$ cat config.mk
export PLATFORM = sky130hd
export DESIGN_NAME = pld_pktid_framer
export DESIGN_NICKNAME = d
export VERILOG_FILES = /design/src/rtl/pld_pktid_pkg.sv /design/src/rtl/pld_id_counter.sv /design/src/rtl/pld_beat_plan.sv /design/src/rtl/pld_frame_ctrl.sv /design/src/rtl/pld_pktid_framer.sv
export SDC_FILE = /design/constraint.sdc
export NUM_CORES = 1
export LEC_CHECK = 0
export BUFFER_PORTS_ARGS = -buffer_cell sky130_fd_sc_hd__buf_2
export CELL_PAD_IN_SITES_DETAIL_PLACEMENT = 1
export CELL_PAD_IN_SITES_GLOBAL_PLACEMENT = 2
export CORE_AREA = 2 2 434 436
export CTS_CLUSTER_SIZE = 8
export DETAILED_ROUTE_END_ITERATION = 7
export DIE_AREA = 0 0 436 438
export PLACE_DENSITY = 0.45
export SLEW_MARGIN = 5
export SYNTH_ARGS = -nofsm -noshare
export SYNTH_HDL_FRONTEND = slang
export SYNTH_SLANG_ARGS = --single-unit
export TNS_END_PERCENT = 1
$ cat constraint.sdc
create_clock -name clk -period 2.1 [get_ports clk]
set_input_delay 0.42 -clock clk [delete_from_list [all_inputs] [get_ports clk]]
set_output_delay 0.42 -clock clk [all_outputs]
set_load 0.005 [all_outputs]
$ cat src/rtl/pld_pktid_pkg.sv
package pld_pktid_pkg;
  typedef enum logic [0:0] {
    FR_IDLE = 1'b0,
    FR_BEAT = 1'b1
  } frame_state_e;
endpackage

$ cat src/rtl/pld_id_counter.sv
module pld_id_counter #(
  parameter int ID_W = 16
) (
  input  logic            clk,
  input  logic            rst_n,
  input  logic            advance,
  output logic [ID_W-1:0] id_next,
  output logic [ID_W-1:0] id_value,
  output logic            id_strobe
);
  logic [ID_W-1:0] cnt_q, cnt_d;
  logic            stb_q, stb_d;
  logic            cnt_en;

  assign id_next = cnt_q + ID_W'(1);
  assign cnt_en  = advance;

  always_comb begin
    cnt_d = cnt_q;
    if (cnt_en) cnt_d = id_next;
    stb_d = advance;
  end

  always_ff @(posedge clk or negedge rst_n) begin
    if (!rst_n) begin
      cnt_q <= '0;
      stb_q <= 1'b0;
    end else begin
      cnt_q <= cnt_d;
      stb_q <= stb_d;
    end
  end

  assign id_value  = cnt_q;
  assign id_strobe = stb_q;
endmodule

$ cat src/rtl/pld_beat_plan.sv
module pld_beat_plan #(
  parameter int LEN_W   = 16,
  parameter int BPB_LOG = 6,
  localparam int BPB    = 1 << BPB_LOG,
  localparam int MTY_W  = (BPB_LOG > 0) ? BPB_LOG : 1,
  localparam int BEAT_W = LEN_W + 1
) (
  input  logic [LEN_W-1:0]  len,
  input  logic              marker,
  input  logic              has_cmpt,
  output logic [LEN_W-1:0]  eff_len,
  output logic              eff_has_cmpt,
  output logic [BEAT_W-1:0] beats,
  output logic [MTY_W-1:0]  last_mty
);
  logic [LEN_W-1:0] tail_bytes;
  logic [LEN_W-1:0] empty_bytes;
  logic [BEAT_W-1:0] raw_beats;

  assign eff_len      = marker ? LEN_W'(BPB) : len;
  assign eff_has_cmpt = marker | has_cmpt;

  // empty bytes = (BPB - len mod BPB) mod BPB
  assign tail_bytes  = eff_len & LEN_W'(BPB - 1);
  assign empty_bytes = (LEN_W'(BPB) - tail_bytes) & LEN_W'(BPB - 1);
  assign last_mty    = MTY_W'(empty_bytes);

  generate
    if (BPB_LOG == 0) begin : g_byte_bus
      assign raw_beats = {1'b0, eff_len};
    end else begin : g_wide_bus
      logic [BEAT_W-1:0] padded;
      assign padded    = {1'b0, eff_len} + BEAT_W'(BPB - 1);
      assign raw_beats = padded >> BPB_LOG;
    end
  endgenerate

  assign beats = (eff_len == '0) ? BEAT_W'(1) : raw_beats;
endmodule

$ cat src/rtl/pld_frame_ctrl.sv
module pld_frame_ctrl
  import pld_pktid_pkg::*;
#(
  parameter int DATA_W = 512,
  parameter int LEN_W  = 16,
  parameter int QID_W  = 11,
  parameter int ID_W   = 16,
  parameter int MTY_W  = 6,
  localparam int BEAT_W = LEN_W + 1
) (
  input  logic              clk,
  input  logic              rst_n,
  input  logic              req_valid,
  output logic              req_ready,
  input  logic              req_imm,
  input  logic [QID_W-1:0]  req_qid,
  input  logic [LEN_W-1:0]  plan_len,
  input  logic              plan_has_cmpt,
  input  logic              req_marker,
  input  logic [BEAT_W-1:0] plan_beats,
  input  logic [MTY_W-1:0]  plan_mty,
  input  logic [ID_W-1:0]   id_next,
  output logic              pay_accept,
  input  logic              pld_valid,
  output logic              pld_ready,
  input  logic [DATA_W-1:0] pld_data,
  output logic              o_valid,
  input  logic              o_ready,
  output logic [DATA_W-1:0] o_data,
  output logic              o_last,
  output logic [MTY_W-1:0]  o_mty,
  output logic [QID_W-1:0]  o_qid,
  output logic [LEN_W-1:0]  o_len,
  output logic              o_has_cmpt,
  output logic              o_marker,
  output logic [ID_W-1:0]   o_pkt_id
);
  frame_state_e      state_q, state_d;
  logic [BEAT_W-1:0] rem_q, rem_d;
  logic [QID_W-1:0]  qid_q, qid_d;
  logic [LEN_W-1:0]  len_q, len_d;
  logic              hc_q, hc_d;
  logic              mk_q, mk_d;
  logic [MTY_W-1:0]  mty_q, mty_d;
  logic [ID_W-1:0]   pid_q, pid_d;

  logic active, final_beat, beat_fire, req_fire;
  logic load_en, step_en;

  assign active     = (state_q == FR_BEAT);
  assign final_beat = active && (rem_q == BEAT_W'(1));
  assign o_valid    = active & pld_valid;
  assign pld_ready  = active & o_ready;
  assign beat_fire  = o_valid & o_ready;
  assign req_ready  = !active || (beat_fire && final_beat);
  assign req_fire   = req_valid & req_ready;
  assign pay_accept = req_fire & !req_imm;

  assign load_en = pay_accept;
  assign step_en = beat_fire & !pay_accept;

  always_comb begin
    state_d = state_q;
    rem_d   = rem_q;
    qid_d   = qid_q;
    len_d   = len_q;
    hc_d    = hc_q;
    mk_d    = mk_q;
    mty_d   = mty_q;
    pid_d   = pid_q;
    if (load_en) begin
      state_d = FR_BEAT;
      rem_d   = plan_beats;
      qid_d   = req_qid;
      len_d   = plan_len;
      hc_d    = plan_has_cmpt;
      mk_d    = req_marker;
      mty_d   = plan_mty;
      pid_d   = id_next;
    end else if (step_en) begin
      rem_d = rem_q - BEAT_W'(1);
      if (final_beat) state_d = FR_IDLE;
    end
  end

  always_ff @(posedge clk or negedge rst_n) begin
    if (!rst_n) begin
      state_q <= FR_IDLE;
      rem_q   <= '0;
      qid_q   <= '0;
      len_q   <= '0;
      hc_q    <= 1'b0;
      mk_q    <= 1'b0;
      mty_q   <= '0;
      pid_q   <= '0;
    end else begin
      state_q <= state_d;
      rem_q   <= rem_d;
      qid_q   <= qid_d;
      len_q   <= len_d;
      hc_q    <= hc_d;
      mk_q    <= mk_d;
      mty_q   <= mty_d;
      pid_q   <= pid_d;
    end
  end

  assign o_data     = pld_data;
  assign o_last     = final_beat;
  assign o_mty      = final_beat ? mty_q : '0;
  assign o_qid      = qid_q;
  assign o_len      = len_q;
  assign o_has_cmpt = hc_q;
  assign o_marker   = mk_q;
  assign o_pkt_id   = pid_q;
endmodule

$ cat src/rtl/pld_pktid_framer.sv
module pld_pktid_framer #(
  parameter int DATA_W = 512,
  parameter int LEN_W  = 16,
  parameter int QID_W  = 11,
  parameter int ID_W   = 16,
  localparam int BPB_LOG = $clog2(DATA_W / 8),
  localparam int MTY_W   = (BPB_LOG > 0) ? BPB_LOG : 1,
  localparam int BEAT_W  = LEN_W + 1
) (
  input  logic              clk,
  input  logic              rst_n,
  input  logic              req_valid,
  output logic              req_ready,
  input  logic              req_imm,
  input  logic              req_marker,
  input  logic              req_has_cmpt,
  input  logic [QID_W-1:0]  req_qid,
  input  logic [LEN_W-1:0]  req_len,
  input  logic              pld_valid,
  output logic              pld_ready,
  input  logic [DATA_W-1:0] pld_data,
  output logic              o_valid,
  input  logic              o_ready,
  output logic [DATA_W-1:0] o_data,
  output logic              o_last,
  output logic [MTY_W-1:0]  o_mty,
  output logic [QID_W-1:0]  o_qid,
  output logic [LEN_W-1:0]  o_len,
  output logic              o_has_cmpt,
  output logic              o_marker,
  output logic [ID_W-1:0]   o_pkt_id,
  output logic              id_strobe,
  output logic [ID_W-1:0]   id_value
);
  logic [LEN_W-1:0]  plan_len;
  logic              plan_hc;
  logic [BEAT_W-1:0] plan_beats;
  logic [MTY_W-1:0]  plan_mty;
  logic [ID_W-1:0]   id_next;
  logic              pay_accept;

  pld_beat_plan #(.LEN_W(LEN_W), .BPB_LOG(BPB_LOG)) u_plan (
    .len(req_len), .marker(req_marker), .has_cmpt(req_has_cmpt),
    .eff_len(plan_len), .eff_has_cmpt(plan_hc),
    .beats(plan_beats), .last_mty(plan_mty)
  );

  pld_id_counter #(.ID_W(ID_W)) u_ids (
    .clk(clk), .rst_n(rst_n), .advance(pay_accept),
    .id_next(id_next), .id_value(id_value), .id_strobe(id_strobe)
  );

  pld_frame_ctrl #(
    .DATA_W(DATA_W), .LEN_W(LEN_W), .QID_W(QID_W), .ID_W(ID_W), .MTY_W(MTY_W)
  ) u_frame (
    .clk(clk), .rst_n(rst_n),
    .req_valid(req_valid), .req_ready(req_ready), .req_imm(req_imm),
    .req_qid(req_qid), .plan_len(plan_len), .plan_has_cmpt(plan_hc),
    .req_marker(req_marker), .plan_beats(plan_beats), .plan_mty(plan_mty),
    .id_next(id_next), .pay_accept(pay_accept),
    .pld_valid(pld_valid), .pld_ready(pld_ready), .pld_data(pld_data),
    .o_valid(o_valid), .o_ready(o_ready), .o_data(o_data), .o_last(o_last),
    .o_mty(o_mty), .o_qid(o_qid), .o_len(o_len), .o_has_cmpt(o_has_cmpt),
    .o_marker(o_marker), .o_pkt_id(o_pkt_id)
  );
endmodule

* Yosys cells after proc, flatten, opt, wreduce, memory -nomap -nowiden
Index checks and enable logic that the tools add are counted.
Storage, ports and cells: logic and storage cells 39, bits of input ports 547, output and inout port bits 584, register bits 70
Cells by class: bitwise gates (word level) 7, equality and inequality tests 1, add/subtract/negate cells 4, mux-type cells 8, reductions and logical operators 10
Operator list (number):
- 2-to-1 mux 17 bit | 2
- adder 16 x 6 -> 17 bit (second input constant) | 1
- equality test 17 x 1 -> 1 bit (second input constant) | 1
- subtractor 17 x 1 -> 17 bit (second input constant) | 1
- adder 16 x 1 -> 16 bit (second input constant) | 1
- zero test 16 bit | 1
- 2-to-1 mux 16 bit | 1
- 2-to-1 mux 11 bit | 1
- AND 1 bit | 6
- 2-to-1 mux 6 bit | 1
- subtractor 1 x 6 -> 6 bit (first input constant) | 1
- nonzero test 2 bit | 2
- zero test 1 bit | 3
- 2-to-1 mux 1 bit | 3
- logical AND 1 bit | 2
- AND reduction 2 bit | 1
- logical OR 1 bit | 1
- bitwise OR 1 bit | 1

* Logic depth before layout (Yosys ltp)
depth after elaboration 10, mapped depth 10, depth with buffers taken out 8

* Modules after synthesis
A second synthesis with hierarchy kept.
Unflattened totals: cell total of the unflattened synthesis 919, area, all modules 8578.2 um^2
By module, submodules not included:
- pld_frame_ctrl | times used 1, cells each 734, seq. area each 1726.7 um^2, area an instance 6986.7 um^2
- pld_id_counter | times used 1, cells each 102, seq. area each 425.4 um^2, area an instance 1057.3 um^2
- pld_beat_plan | times used 1, cells each 83, seq. area each 0.0 um^2, area an instance 534.3 um^2

* Worst setup path after synthesis
No wires, ideal clock.
kind register to register, from reg u_frame.rem_q[8], to reg u_frame.rem_q[2], required time 2004 ps, stages on the path, launching flop included 7, library setup time 96 ps, arrival time 2211 ps, setup slack -207 ps, buffers on the path 1, period minus slack after synthesis 2307 ps, path through dfrtp_1 or3_4 or4_4 o22a_1 or3_1 buf_2 o32ai_2
Between the ends: word-level cells in the longest chain between the ends 9, elaborated cells between the ends (all ways) 10, those cells by class 1 x eq/ne; 1 x mux; 3 x bitwise; 5 x reduce/logical
RTL lines:
- from (decl) | RTL line pld_frame_ctrl.sv:39 | logic [BEAT_W-1:0] rem_q, rem_d;
- from (signal assigned) | RTL line pld_frame_ctrl.sv:98 | rem_q <= rem_d;
- equality test 17 x 1 -> 1 bit (*) | RTL line pld_frame_ctrl.sv:51 | assign final_beat = active && (rem_q == BEAT_W'(1));
- logical AND 1 bit (*) | RTL line pld_frame_ctrl.sv:51
- logical AND 1 bit (*) | RTL line pld_frame_ctrl.sv:55 | assign req_ready = !active || (beat_fire && final_beat);
- logical OR 1 bit (*) | RTL line pld_frame_ctrl.sv:55
- AND 1 bit (*) | RTL line pld_frame_ctrl.sv:56 | assign req_fire = req_valid & req_ready;
- AND 1 bit (*) | RTL line pld_frame_ctrl.sv:57 | assign pay_accept = req_fire & !req_imm;
- zero test 1 bit | RTL line pld_frame_ctrl.sv:60 | assign step_en = beat_fire & !pay_accept;
- AND 1 bit | RTL line pld_frame_ctrl.sv:60
- nonzero test 2 bit (no line)
Mark *: on every way between the ends. The rest lies on a longest branch, timed or not. A chain may end at the register's enable or synchronous reset.

* Final worst setup path
from reg u_frame.rem_q[6], to out o_mty[4]
Between the ends: word-level cells in the longest chain between the ends 3
RTL lines:
- equality test 17 x 1 -> 1 bit | RTL line pld_frame_ctrl.sv:51
- logical AND 1 bit | RTL line pld_frame_ctrl.sv:51
- 2-to-1 mux 6 bit | RTL line pld_frame_ctrl.sv:110 | assign o_mty = final_beat ? mty_q : '0;
- to (decl) | RTL line pld_pktid_framer.sv:26 | output logic [MTY_W-1:0] o_mty,
No other way between the ends.

==> qor.yml <==
skew_ps: 10.9
start_kind: "flip-flop"
first_pass_iters: 4
die_y_um: 438
gp_congestion: 0.663
hold_ws_ps: 257
tightest_slew_ps: 503
syn_to_final_growth_pct: 7.72
dpl_worst_slack_ps: -439
drt_iter0_drc: 205
path_class: "flip-flop to output pin"
grt.overflow.total: 0
coreArea_sq_um: 187000
htree_levels: 3
yosysTopAreaCellShare_pct: 53.2
syn_area_per_cell_sq_um: 8.22
synth_seq_cells: 69
p_leak_nw: 2.59
rsz0062_at_grt: "true"
rows: 159
start_util_pct: 4.00
clock_latency_ps: 370
cts_tree: "yes"
cts.path.max_buffers: 2
drc: 0
fin_ws_ps: -266
wirelength_um: 70200
setup_violations: 57
power_per_cell_area_nw_per_um2: 540
cts_buffers: 9
cts-root-buf: "clkbuf_16"
path_max_fanout: 6
synth_most_common_cell: "buf_4"
netlist_area_sq_um: 7470
critPathArrivalTime_ps: 1950
grt_antenna_before_repair: 26
dpl.hpwl_um: 63000
io_pins: 1131
setup_tns_ps: -4350
fillers: 22448
ys_async_sr_fraction_pct: 100
clkSinkCount: 69
end_kind: "output pin"
slew_viol_final: 0
drive_gt1_share_pct: 36.9
cap_violations: 0
detail_route.wl_per_cell_um: 23.0
grt_pass1_wl_um: 80800
vias: 4635
hold_violations: 0
ys_warn_count: 0
track_usage_pct: 7.06
cp.required_ps: 1680
fin_util_pct: 4.31
portBuffers: 106
synth_area_leaders: "buf_4, dfrtp_1, nand2_1"
ys.flop_type: "dfrtp_1"
synth.largest_area_cell: "buf_4"
vdd_ir_drop_max_mv: 0.375
fmax_mhz: 423
fin_crit_sh_pct: 113
syn_inst: 909
violations: "negative setup slack"
die_w_um: 436
postRouteAntennaNets: 0
synthTopCellsByCount: "buf_4, nand2_1, dfrtp_1"
yosysUniqueCellTypes: 43
grt_max_degree: 43
synth_fp_nets: 1461
fin_crit_ps: 2370
max_slew_margin_pct: 66.4
hold_path.class: "input port to flip-flop"
ys_seq_area_share_pct: 23.1
die-area_sq_um: 191000
viasPerCell: 1.52
status: "complete, but fails checks"
clkSlewWorstSetupHoldPaths_ps: 80
synth_edf_count: 0
finalNetCount: 1094
grt_pass1_vias: 4862
[cells in the final DEF (no fill, tap or decap), types with 5 or more instances in the layout]
cell / count
buf_6: 12
buf_4: 52
o21ai_0: 12
nand4_1: 13
ha_1: 5
nor2_1: 23
nand2_1: 91
and3_1: 10
buf_12: 5
a21oi_1: 8
nor4_1: 7
diode_2: 8
nor3_1: 9
o22ai_1: 5
xor2_1: 14
buf_2: 97
clkbuf_16: 9
nand3_1: 12
nand3b_1: 10
xnor2_1: 25
dfrtp_1: 69
[power by group]
part / switching (mW) / internal [mW]
sequential: 0.159 / 1.53
combinational: 0.598 / 0.458
clock: 0.777 / 0.819
total: 1.53 / 2.81
[state kept, by name, indices dropped and copies added, names as in the netlist]
signal,count
u_frame.o_len,15
u_frame.o_pkt_id,16
u_frame.o_has_cmpt,1
u_frame.o_marker,1
u_ids.id_strobe,1
u_frame.rem_q,17
u_frame.active,1
u_frame.o_qid,11
u_frame.mty_q,6
[critical path, cell delays in order (launching register included)]
cell and delay, ps:
dfrtp_1 390, nor4_2 300, buf_4 170, buf_6 90
and4_4 200, buf_6 120, and3_4 180, buf_12 120
[layer usage]
layer	GRT usage (%)	routed length, um
met5	1.86	448
met4	3.46	3550
met3	8.94	19300
met2	10.3	29900
met1	5.09	17000
[area by class of cell]
type / instances / area (sq um) / share of cell area [%]
diodes: 8 / 20.0 / 0.249
clock buffers: 9 / 225 / 2.80
clock inverters: 7 / 57.6 / 0.715
inverters: 4 / 15.0 / 0.187
multi-input cells: 291 / 1760 / 21.9
flip-flops and latches: 69 / 1730 / 21.5
well taps: 2495 / 3120 / 38.8
repair buffers: 167 / 1120 / 13.9
[path summary, 6_finish.rpt]
check	startpoint	endpoint	slack (ps)	cells after the start
max	u_frame.rem_q[6]	o_mty[4]	-270	7
min	req_qid[6]	u_frame.o_qid[6]	260	3
max reg2reg	u_frame.rem_q[8]	u_frame.o_pkt_id[12]	-140	6
min reg2reg	u_frame.o_len[3]	u_frame.o_len[3]	460	2
max in group asynchronous	rst_n	u_frame.o_len[9]	890	3
min in group asynchronous	rst_n	u_ids.id_strobe	600	2
[timing repair]
action,4_1_cts,5_1_grt
gates cloned,0,0
hold buffers,1,0
pin swaps,4,2
buffers inserted,1,0
endpoints found under the hold margin,5,0
resized for setup,29,4
setup endpoints to repair,63,73
[per-stage QoR]
step	power, mW	area [sq um]	cells
after floorplan	2.90	7480	909
after global placement	2.81	7590	3024
after detailed placement	2.82	7590	3024
after CTS	4.52	8010	3042
after global routing	4.64	8030	3044
final	4.34	8050	3050
[kinds of logic after synthesis]
group / Yosys count / share of synthesized area (%)
buf+inv: 549 / 54.3
simple gates: 207 / 13.6
flops: 69 / 23.1
xor+xnor: 39 / 4.57
compound gates: 38 / 3.27
fa+ha+maj: 5 / 0.838
mux: 2 / 0.285
Power figures use the tool's default switching activity.
